<file path="src/rtl/ldst_align_pkg.sv">
package ldst_align_pkg;
  localparam int XLEN  = 32;
  localparam int NLANE = XLEN / 8;
  localparam int OFFW  = $clog2(NLANE);

  localparam logic [5:0] OPC_LDB  = 6'h20;
  localparam logic [5:0] OPC_LDH  = 6'h21;
  localparam logic [5:0] OPC_LDW  = 6'h23;
  localparam logic [5:0] OPC_LDBU = 6'h24;
  localparam logic [5:0] OPC_LDHU = 6'h25;
  localparam logic [5:0] OPC_STB  = 6'h28;
  localparam logic [5:0] OPC_STH  = 6'h29;
  localparam logic [5:0] OPC_STW  = 6'h2b;
  localparam logic [5:0] OPC_UPI  = 6'h0f;

  typedef enum logic [1:0] {
    ACC_BYTE = 2'd0,
    ACC_HALF = 2'd1,
    ACC_WORD = 2'd2
  } acc_size_e;

  typedef struct packed {
    logic      known;
    logic      rd;
    logic      wr;
    logic      upper;
    logic      sx;
    acc_size_e size;
  } op_info_t;
endpackage

</file>
<file path="src/rtl/lsa_decode.sv">
module lsa_decode
  import ldst_align_pkg::*;
(
  input  logic [5:0] op_i,
  output op_info_t   info_o
);
  always_comb begin
    info_o = '{known: 1'b0, rd: 1'b0, wr: 1'b0, upper: 1'b0, sx: 1'b0, size: ACC_BYTE};
    case (op_i)
      OPC_LDB:  info_o = '{known: 1'b1, rd: 1'b1, wr: 1'b0, upper: 1'b0, sx: 1'b1, size: ACC_BYTE};
      OPC_LDBU: info_o = '{known: 1'b1, rd: 1'b1, wr: 1'b0, upper: 1'b0, sx: 1'b0, size: ACC_BYTE};
      OPC_LDH:  info_o = '{known: 1'b1, rd: 1'b1, wr: 1'b0, upper: 1'b0, sx: 1'b1, size: ACC_HALF};
      OPC_LDHU: info_o = '{known: 1'b1, rd: 1'b1, wr: 1'b0, upper: 1'b0, sx: 1'b0, size: ACC_HALF};
      OPC_LDW:  info_o = '{known: 1'b1, rd: 1'b1, wr: 1'b0, upper: 1'b0, sx: 1'b0, size: ACC_WORD};
      OPC_STB:  info_o = '{known: 1'b1, rd: 1'b0, wr: 1'b1, upper: 1'b0, sx: 1'b0, size: ACC_BYTE};
      OPC_STH:  info_o = '{known: 1'b1, rd: 1'b0, wr: 1'b1, upper: 1'b0, sx: 1'b0, size: ACC_HALF};
      OPC_STW:  info_o = '{known: 1'b1, rd: 1'b0, wr: 1'b1, upper: 1'b0, sx: 1'b0, size: ACC_WORD};
      OPC_UPI:  info_o = '{known: 1'b1, rd: 1'b0, wr: 1'b0, upper: 1'b1, sx: 1'b0, size: ACC_BYTE};
      default:  ;
    endcase
  end
endmodule

</file>
<file path="src/rtl/lsa_agen.sv">
module lsa_agen
  import ldst_align_pkg::*;
#(
  parameter int AW    = 32,
  parameter int IMM_W = 16
) (
  input  logic [AW-1:0]    base_i,
  input  logic [IMM_W-1:0] imm_i,
  input  acc_size_e        size_i,
  output logic [AW-1:0]    word_addr_o,
  output logic [OFFW-1:0]  off_o,
  output logic             mis_o
);
  logic [AW-1:0] ea;

  always_comb begin
    ea          = base_i + {{(AW-IMM_W){imm_i[IMM_W-1]}}, imm_i};
    word_addr_o = {ea[AW-1:OFFW], {OFFW{1'b0}}};
    off_o       = ea[OFFW-1:0];
    case (size_i)
      ACC_HALF: mis_o = ea[0];
      ACC_WORD: mis_o = |ea[OFFW-1:0];
      default:  mis_o = 1'b0;
    endcase
  end
endmodule

</file>
<file path="src/rtl/lsa_store_steer.sv">
module lsa_store_steer
  import ldst_align_pkg::*;
(
  input  acc_size_e        size_i,
  input  logic [OFFW-1:0]  off_i,
  input  logic [XLEN-1:0]  rt_i,
  output logic [NLANE-1:0] strb_o,
  output logic [XLEN-1:0]  wdata_o
);
  for (genvar l = 0; l < NLANE; l++) begin : g_lane
    localparam int POS = NLANE - 1 - l;
    logic       hit;
    logic [7:0] lane;

    always_comb begin
      case (size_i)
        ACC_BYTE: begin
          hit  = (off_i == OFFW'(POS));
          lane = rt_i[7:0];
        end
        ACC_HALF: begin
          hit  = (off_i[OFFW-1] == POS[OFFW-1]);
          lane = rt_i[8*(l%2) +: 8];
        end
        default: begin
          hit  = 1'b1;
          lane = rt_i[8*l +: 8];
        end
      endcase
    end

    assign strb_o[l]         = hit;
    assign wdata_o[8*l +: 8] = lane;
  end
endmodule

</file>
<file path="src/rtl/lsa_load_pick.sv">
module lsa_load_pick
  import ldst_align_pkg::*;
(
  input  logic [XLEN-1:0] word_i,
  input  logic [OFFW-1:0] off_i,
  input  acc_size_e       size_i,
  input  logic            sx_i,
  output logic [XLEN-1:0] val_o
);
  logic [XLEN-1:0] bsh, hsh;
  logic [7:0]      b;
  logic [15:0]     h;

  always_comb begin
    bsh = word_i >> (8 * (NLANE - 1 - int'(off_i)));
    hsh = word_i >> (16 * (1 - int'(off_i[OFFW-1])));
    b   = bsh[7:0];
    h   = hsh[15:0];
    case (size_i)
      ACC_BYTE: val_o = {{(XLEN-8){sx_i & b[7]}}, b};
      ACC_HALF: val_o = {{(XLEN-16){sx_i & h[15]}}, h};
      default:  val_o = word_i;
    endcase
  end
endmodule

</file>
<file path="src/rtl/be_ldst_aligner.sv">
module be_ldst_aligner
  import ldst_align_pkg::*;
#(
  parameter int AW    = 32,
  parameter int IMM_W = 16
) (
  input  logic             clk,
  input  logic             rst,
  input  logic             req_valid,
  input  logic [5:0]       req_op,
  input  logic [AW-1:0]    req_base,
  input  logic [IMM_W-1:0] req_imm,
  input  logic [XLEN-1:0]  req_rt,
  input  logic [XLEN-1:0]  mem_rdata,
  output logic [AW-1:0]    mem_addr,
  output logic [NLANE-1:0] mem_strb,
  output logic [XLEN-1:0]  mem_wdata,
  output logic             mem_rd,
  output logic             addr_err,
  output logic             bad_op,
  output logic             rf_we,
  output logic [XLEN-1:0]  rf_wdata
);
  op_info_t         info;
  logic [AW-1:0]    waddr;
  logic [OFFW-1:0]  off;
  logic             mis;
  logic [NLANE-1:0] strb_c;
  logic [XLEN-1:0]  wdata_c;
  logic [XLEN-1:0]  picked;
  logic             touches, ok_acc;

  // stage-1 bookkeeping for the load path
  logic             s1_ld, s1_upi, s1_sx;
  logic [OFFW-1:0]  s1_off;
  acc_size_e        s1_size;
  logic [IMM_W-1:0] s1_imm;

  lsa_decode u_dec (.op_i(req_op), .info_o(info));

  lsa_agen #(.AW(AW), .IMM_W(IMM_W)) u_agen (
    .base_i(req_base), .imm_i(req_imm), .size_i(info.size),
    .word_addr_o(waddr), .off_o(off), .mis_o(mis)
  );

  lsa_store_steer u_st (
    .size_i(info.size), .off_i(off), .rt_i(req_rt),
    .strb_o(strb_c), .wdata_o(wdata_c)
  );

  lsa_load_pick u_ld (
    .word_i(mem_rdata), .off_i(s1_off), .size_i(s1_size), .sx_i(s1_sx),
    .val_o(picked)
  );

  assign touches = req_valid & (info.rd | info.wr);
  assign ok_acc  = touches & ~mis;

  always_ff @(posedge clk) begin
    if (rst) begin
      mem_addr  <= '0;
      mem_strb  <= '0;
      mem_wdata <= '0;
      mem_rd    <= 1'b0;
      addr_err  <= 1'b0;
      bad_op    <= 1'b0;
      s1_ld     <= 1'b0;
      s1_upi    <= 1'b0;
      s1_sx     <= 1'b0;
      s1_off    <= '0;
      s1_size   <= ACC_BYTE;
      s1_imm    <= '0;
    end else begin
      if (req_valid) mem_addr <= waddr;
      mem_strb  <= (ok_acc & info.wr) ? strb_c : '0;
      mem_wdata <= (ok_acc & info.wr) ? wdata_c : '0;
      mem_rd    <= ok_acc & info.rd;
      addr_err  <= touches & mis;
      bad_op    <= req_valid & ~info.known;
      s1_ld     <= ok_acc & info.rd;
      s1_upi    <= req_valid & info.upper;
      s1_sx     <= info.sx;
      s1_off    <= off;
      s1_size   <= info.size;
      s1_imm    <= req_imm;
    end
  end

  always_ff @(posedge clk) begin
    if (rst) begin
      rf_we    <= 1'b0;
      rf_wdata <= '0;
    end else begin
      rf_we <= s1_ld | s1_upi;
      if (s1_upi)     rf_wdata <= {s1_imm, {(XLEN-IMM_W){1'b0}}};
      else if (s1_ld) rf_wdata <= picked;
    end
  end

  // a flagged misalignment reaches neither memory port
  a_r7_err_quiet: assert property (@(posedge clk) disable iff (rst)
    addr_err |-> (mem_strb == '0 && !mem_rd));

  // no register write follows an address error
  a_r7_no_wb: assert property (@(posedge clk) disable iff (rst)
    addr_err |=> !rf_we);

  // an unknown opcode is silent on the memory side
  a_r9_bad_quiet: assert property (@(posedge clk) disable iff (rst)
    bad_op |-> (mem_strb == '0 && !mem_rd && !addr_err));

  // no register write follows an unknown opcode
  a_r9_no_wb: assert property (@(posedge clk) disable iff (rst)
    bad_op |=> !rf_we);

  // strobes cover one lane, an aligned half, or the whole word
  a_r6_strb_shape: assert property (@(posedge clk) disable iff (rst)
    ($countones(mem_strb) == 2) |-> (mem_strb == 4'b1100 || mem_strb == 4'b0011));

  a_r6_no_three: assert property (@(posedge clk) disable iff (rst)
    $countones(mem_strb) != 3);

  // a store never produces a register write
  a_r6_store_no_wb: assert property (@(posedge clk) disable iff (rst)
    (mem_strb != '0) |=> !rf_we);

  // a write-back is preceded by a read or an upper-immediate
  a_r8_wb_source: assert property (@(posedge clk) disable iff (rst)
    rf_we |-> ($past(mem_rd) || $past(s1_upi)));

  // an idle cycle leaves the memory side quiet
  a_r10_idle: assert property (@(posedge clk) disable iff (rst)
    !req_valid |=> (mem_strb == '0 && !mem_rd && !addr_err && !bad_op));
endmodule

</file>
<file path="config.mk">
export PLATFORM = sky130hd
export DESIGN_NAME = be_ldst_aligner
export DESIGN_NICKNAME = d
export VERILOG_FILES = /design/src/rtl/ldst_align_pkg.sv /design/src/rtl/lsa_decode.sv /design/src/rtl/lsa_agen.sv /design/src/rtl/lsa_store_steer.sv /design/src/rtl/lsa_load_pick.sv /design/src/rtl/be_ldst_aligner.sv
export SDC_FILE = /design/constraint.sdc
export NUM_CORES = 1
export LEC_CHECK = 0
export ABC_AREA = 1
export BUFFER_PORTS_ARGS = -buffer_cell sky130_fd_sc_hd__buf_2
export CORE_MARGIN = 3
export CORE_UTILIZATION = 54
export DETAILED_ROUTE_END_ITERATION = 6
export PLACE_DENSITY = 0.91
export SLEW_MARGIN = 0
export SYNTH_ARGS = -nofsm -noshare
export SYNTH_HDL_FRONTEND = slang
export SYNTH_HIERARCHICAL = 1
export SYNTH_SLANG_ARGS = --single-unit
</file>
<file path="constraint.sdc">
create_clock -name clk -period 2.45 [get_ports clk]
set_input_delay 0.1225 -clock clk [delete_from_list [all_inputs] [get_ports clk]]
set_output_delay 0.1225 -clock clk [all_outputs]
set_load 0.01 [all_outputs]
</file>
* Word level (Yosys, flattened, before mapping) *
Index checks and enable logic that the tools add are counted.

cells by class
  add/subtract/negate cells = 3
  equal/unequal tests = 15
  shift-type cells = 2
  multiplexer cells = 12
  bitwise logic cells = 15
  reductions and logical operators = 8

operator list
  operator                                                               number
  32-bit 2-to-1 mux                                                      2
  32-bit one-hot mux with 2 select lines                                 1
  7-bit one-hot mux with 9 select lines                                  1
  6-bit equality test, second input constant                             8
  32-bit adder                                                           1
  32-bit by 32-bit right shift with 16-bit output                        1
  32-bit by 32-bit right shift with 8-bit output                         1
  8-bit 2-to-1 mux                                                       2
  8-bit one-hot mux with 2 select lines                                  1
  1-bit one-hot mux with 2 select lines                                  5
  1-bit bitwise AND                                                      9
  2-bit OR reduction                                                     4
  2-bit by 1-bit equality test with 1-bit output, second input constant  3
  2-bit equality test, second input constant                             3
  6-bit by 4-bit equality test with 1-bit output, second input constant  1
  2-bit zero test                                                        3
  1-bit inverter                                                         4
  2-bit by 2-bit subtractor with 3-bit output, first input constant      1
  1-bit bitwise OR                                                       2
  2-bit nonzero test                                                     1
  1-bit by 1-bit subtractor with 2-bit output, first input constant      1

storage, ports and cells
  register bits = 124
  bits of input ports = 121
  output and inout bits = 104

* Depth between registers and ports, before layout *
  word-level depth = 9
  mapped depth = 14
  mapped depth without buffers = 14

* Cells and area by module *
The synthesis kept the hierarchy.

modules (own cells, without submodules)
  module           instances  cells each  area an instance (um^2)  sequential area each (um^2)
  be_ldst_aligner  1          525         4,330.4                  2,522.4
  lsa_agen         1          504         2,449.8                  0.0
  lsa_load_pick    1          152         840.8                    0.0
  lsa_store_steer  1          102         589.3                    0.0
  lsa_decode       1          29          127.6                    0.0

* Worst setup path after synthesis *
OpenSTA, ideal clock, no wires.

  path type = input to register
  from = input port req_op[5]
  to = register mem_strb[0]
  arrival = 1.900 ns
  setup slack = 0.438 ns
  cell stages on the path = 11
  buffers on the path = 1
  cells stage by stage = inv_1 > nor2_4 > nand2_1 > nor3_1 > inv_1 > ha_1 > nor3_1 > inv_1 > nand4_4 > buf_6 > nor2_2

RTL lines
  item                    line                   text
  start: declaration      be_ldst_aligner.sv:10  input logic [5:0] req_op,
  end signal: assignment  be_ldst_aligner.sv:75  mem_strb <= (ok_acc & info.wr) ? strb_c : '0;
  end: declaration        be_ldst_aligner.sv:16  output logic [NLANE-1:0] mem_strb,

* Worst setup path in the final report *
  from = input port req_imm[0]
  to = register mem_strb[2]

on the way
  cells in the longest elaborated chain, start to end = 8
  elaborated cells between the ends (all ways) = 11

RTL lines
  item                                   line                   text
  start: declaration                     be_ldst_aligner.sv:12  input logic [IMM_W-1:0] req_imm,
  32-bit adder                           lsa_agen.sv:17         ea = base_i + {{(AW-IMM_W){imm_i[IMM_W-1]}}, imm_i};
  via off[1]                             be_ldst_aligner.sv:26  logic [OFFW-1:0] off;
  2-bit OR reduction                     lsa_agen.sv:22         ACC_WORD: mis_o = |ea[OFFW-1:0];
  1-bit one-hot mux with 2 select lines  lsa_agen.sv:20         case (size_i)
  via mis                                be_ldst_aligner.sv:27  logic mis;
  1-bit inverter                         be_ldst_aligner.sv:57  assign ok_acc = touches & ~mis;
  1-bit bitwise AND                      be_ldst_aligner.sv:57
  1-bit bitwise AND                      be_ldst_aligner.sv:75
  1-bit inverter (no source line)        -
  2-bit OR reduction (no source line)    -

The timed path passes the listed nets, and every way through them passes these cells.
A chain may end at the register's enable or synchronous reset.

==> impl_metrics.toml <==
[die]
die_y_um = 130
core_um2 = 14800
die_w_um = 130
fp-row-count = 44
io_pins = 225
dieArea_um2 = 17000
initial_core_util = 0.563

[power_and_ir_drop]
ir_worst_vdd_uv = 571
intPower_mw = 4.15
p_seq_frac = 0.371
p_comb_frac = 0.208
pwr-share-clk = 0.422
p_leak_nw = 6.11
p_sw_mw = 1.69
powerDensity_nw_per_um2 = 572
p_sw_frac = 0.290

[setup_path]
cpPeakStageDelay_ns = 0.53
required_ns = 2.80
cp-endpoint = "mem_strb[2]"
critPathKind = "in2reg"
rrSetupSlack_ns = 0.54
cp.arrival_ns = 2.57
critPathLaunchType = "input port"
critPathSlowestCell = "dlygate4sd3_1"
crit_chain = "dlygate4sd3_1 -> buf_2 -> ha_1 -> fa_1 -> a21oi_1 -> nor3_1 -> inv_1 -> nand4_4 -> buf_12 -> nor2_2"
crit_fanout = 13
r2r_end = "rf_wdata[30]"
crit_start = "req_imm[0]"
end_kind = "flip-flop"
r2r-start = "s1_off[1]"
rr_worst_depth = 9

[clock_tree]
post_cts_resized = 0
cts_tree = "yes"
root_buffer = "clkbuf_16"
cts_buffer_depth = 2
clock_sinks = 126
clkLatencyLatePin_ns = 0.41
clkSlewWorstSetupHoldPaths_ns = 0.06
cts_max_level = 4
cts_buffers = 17

[detailed_routing]
firstDrtPassIters = 6
drc = 0
drt_iter0_markers = 644
drt_wl_total_um = 24700
routedWlPerCell_um = 14.3
viasPerCell = 5.10
antenna_left = 0
vias = 8832

[min_path]
min_path_cells = 5
min_from = "req_rt[20]"
hold_path_class = "in2reg"

[outcome]
status = "finished, final reports clean"

[cells_and_area]
area_growth_pct = 22.5
nets = 1688
fillers = 1256
layout.cells.most_common = "nand2_1"
final_cell_mix = "nand2_1, buf_2, inv_1, nor2_1, dfxtp_1"
fin_area_um2 = 10200
drive_above_1_share = 0.249

[placement]
portBuffers = 224
place_congestion = 0.958
hpwl_um = 18500
placed_cell_area_um2 = 9370

[yosys]
yosys_warnings = 6
synth.avg_cell_area_um2 = 6.36
syn_inst = 1312
yosysSeqAreaShare = 0.303
syn-cell-area_um2 = 8340
ys_types = 37
ys_ff_latch = 126

[global_routing]
overflow = 0
antenna_found_initial = 2
grt_max_degree = 35
grt_pass1_vias = 8227
grt_usage = 0.285
grt_pass1_wl_um = 38600

[flow_run]
maxCapViolations = 0

[sta]
drv_slew = 0
max_freq_mhz = 451
fin_crit_ns = 2.22
post-route-period-util = 0.905
rsz0062_at_grt = "no"
whs_ns = 0.0315
hold_viol = 0
setup_viol = 0
slew_headroom = 0.520
setup_tns_ns = 0
worstMarginPinSlew_ns = 0.720
fin_skew_ns = 0.00744
sequential cells by signal, summed over array words and instances (netlist names), 2 cells and up:
signal,cells
mem_strb,4
mem_addr,32
s1_size,2
s1_off,2
rf_wdata,32
s1_imm,16
mem_wdata,32
metrics by stage:
step           setup WS (ns)  power [mW]  instances   util
5_1_grt                0.105        6.14       1730  0.690
4_1_cts                0.168        5.86       1728  0.688
3_5_place_dp           0.297        3.36       1673  0.633
6_report               0.233        5.84       1731  0.690
2_1_floorplan          0.438        3.00       1313      -
3_3_place_gp           0.312        3.34       1673  0.633
cells in the mapped netlist, drive strengths merged:
cell type  instances  share of area
nand2            464           0.22
inv              218           0.10
nor2             176          0.096
dfxtp            126           0.30
nand3            104          0.088
buf               52          0.048
o21ai             45          0.027
a21oi             44          0.027
ha                33          0.050
xor2              14          0.015
nor3               9         0.0066
clkbuf             7         0.0036
o211ai             7         0.0063
nand4              5         0.0056
o21bai             2         0.0018
xnor2              2         0.0021
a21o               1        0.00090
conb               1        0.00045
fa                 1         0.0024
or2                1         0.0011
worst min path at each step:
| stage | slack [ns] | to |
|---|---|---|
| finish | 0.03 | mem_wdata[20] |
| global route | 0.04 | mem_wdata[30] |
| CTS | 0.01 | mem_wdata[16] |
| detailed placement | 0.35 | s1_imm[3] |
| global placement | 0.35 | s1_imm[7] |
| floorplan | 0.23 | s1_imm[0] |
worst max-delay path, delay by kind of cell:
| kind | cells | cell delay (ns) |
|---|---|---|
| adders and majority gates | 2 | 0.76 |
| and+or+nand+nor | 3 | 0.42 |
| AOI/OAI and AO/OA | 1 | 0.18 |
| buffers and inverters | 4 | 1.09 |
metal layers:
| layer | global-route usage | part of all wire |
|---|---|---|
| met1 | 0.338 | 0.39 |
| met2 | 0.482 | 0.48 |
| met3 | 0.0696 | 0.090 |
| met4 | 0.135 | 0.038 |
| met5 | 0 | 0.00028 |
what timing repair did:
item,CTS,global route
setup buffers,0,0
hold endpoints to repair,24,0
setup endpoints to repair,0,5
hold buffers,24,0
final cells by class:
type	count	area, µm²	share of cell area
clock inverter	9	110	0.0108
clock buffer	22	474	0.0464
multi-input combinational	911	4570	0.448
inverter	218	831	0.0813
timing repair buffer	259	1470	0.144
antenna	2	5.00	0.000490
sequential	126	2520	0.247
tap	184	230	0.0225
power groups by stage:
stage	combinational [mW]	sequential, mW	clock, mW
floorplan	0.778	2.23	0
global placement	1.14	2.20	0
detailed placement	1.15	2.20	0
CTS	1.19	2.16	2.50
global route	1.36	2.17	2.60
finish	1.21	2.16	2.46
logic make-up (layout without fill, tap and decap cells):
group           Yosys count  count (layout)  synth area share
other cells               1               4          0.000450
buf+inv                 277             508             0.152
flops                   126             126             0.303
simple gates            759             760             0.414
compound gates           99              99            0.0629
fa+ha+maj                34              34            0.0519
xor+xnor                 16              16            0.0168
(Power assumes the default switching activity.)
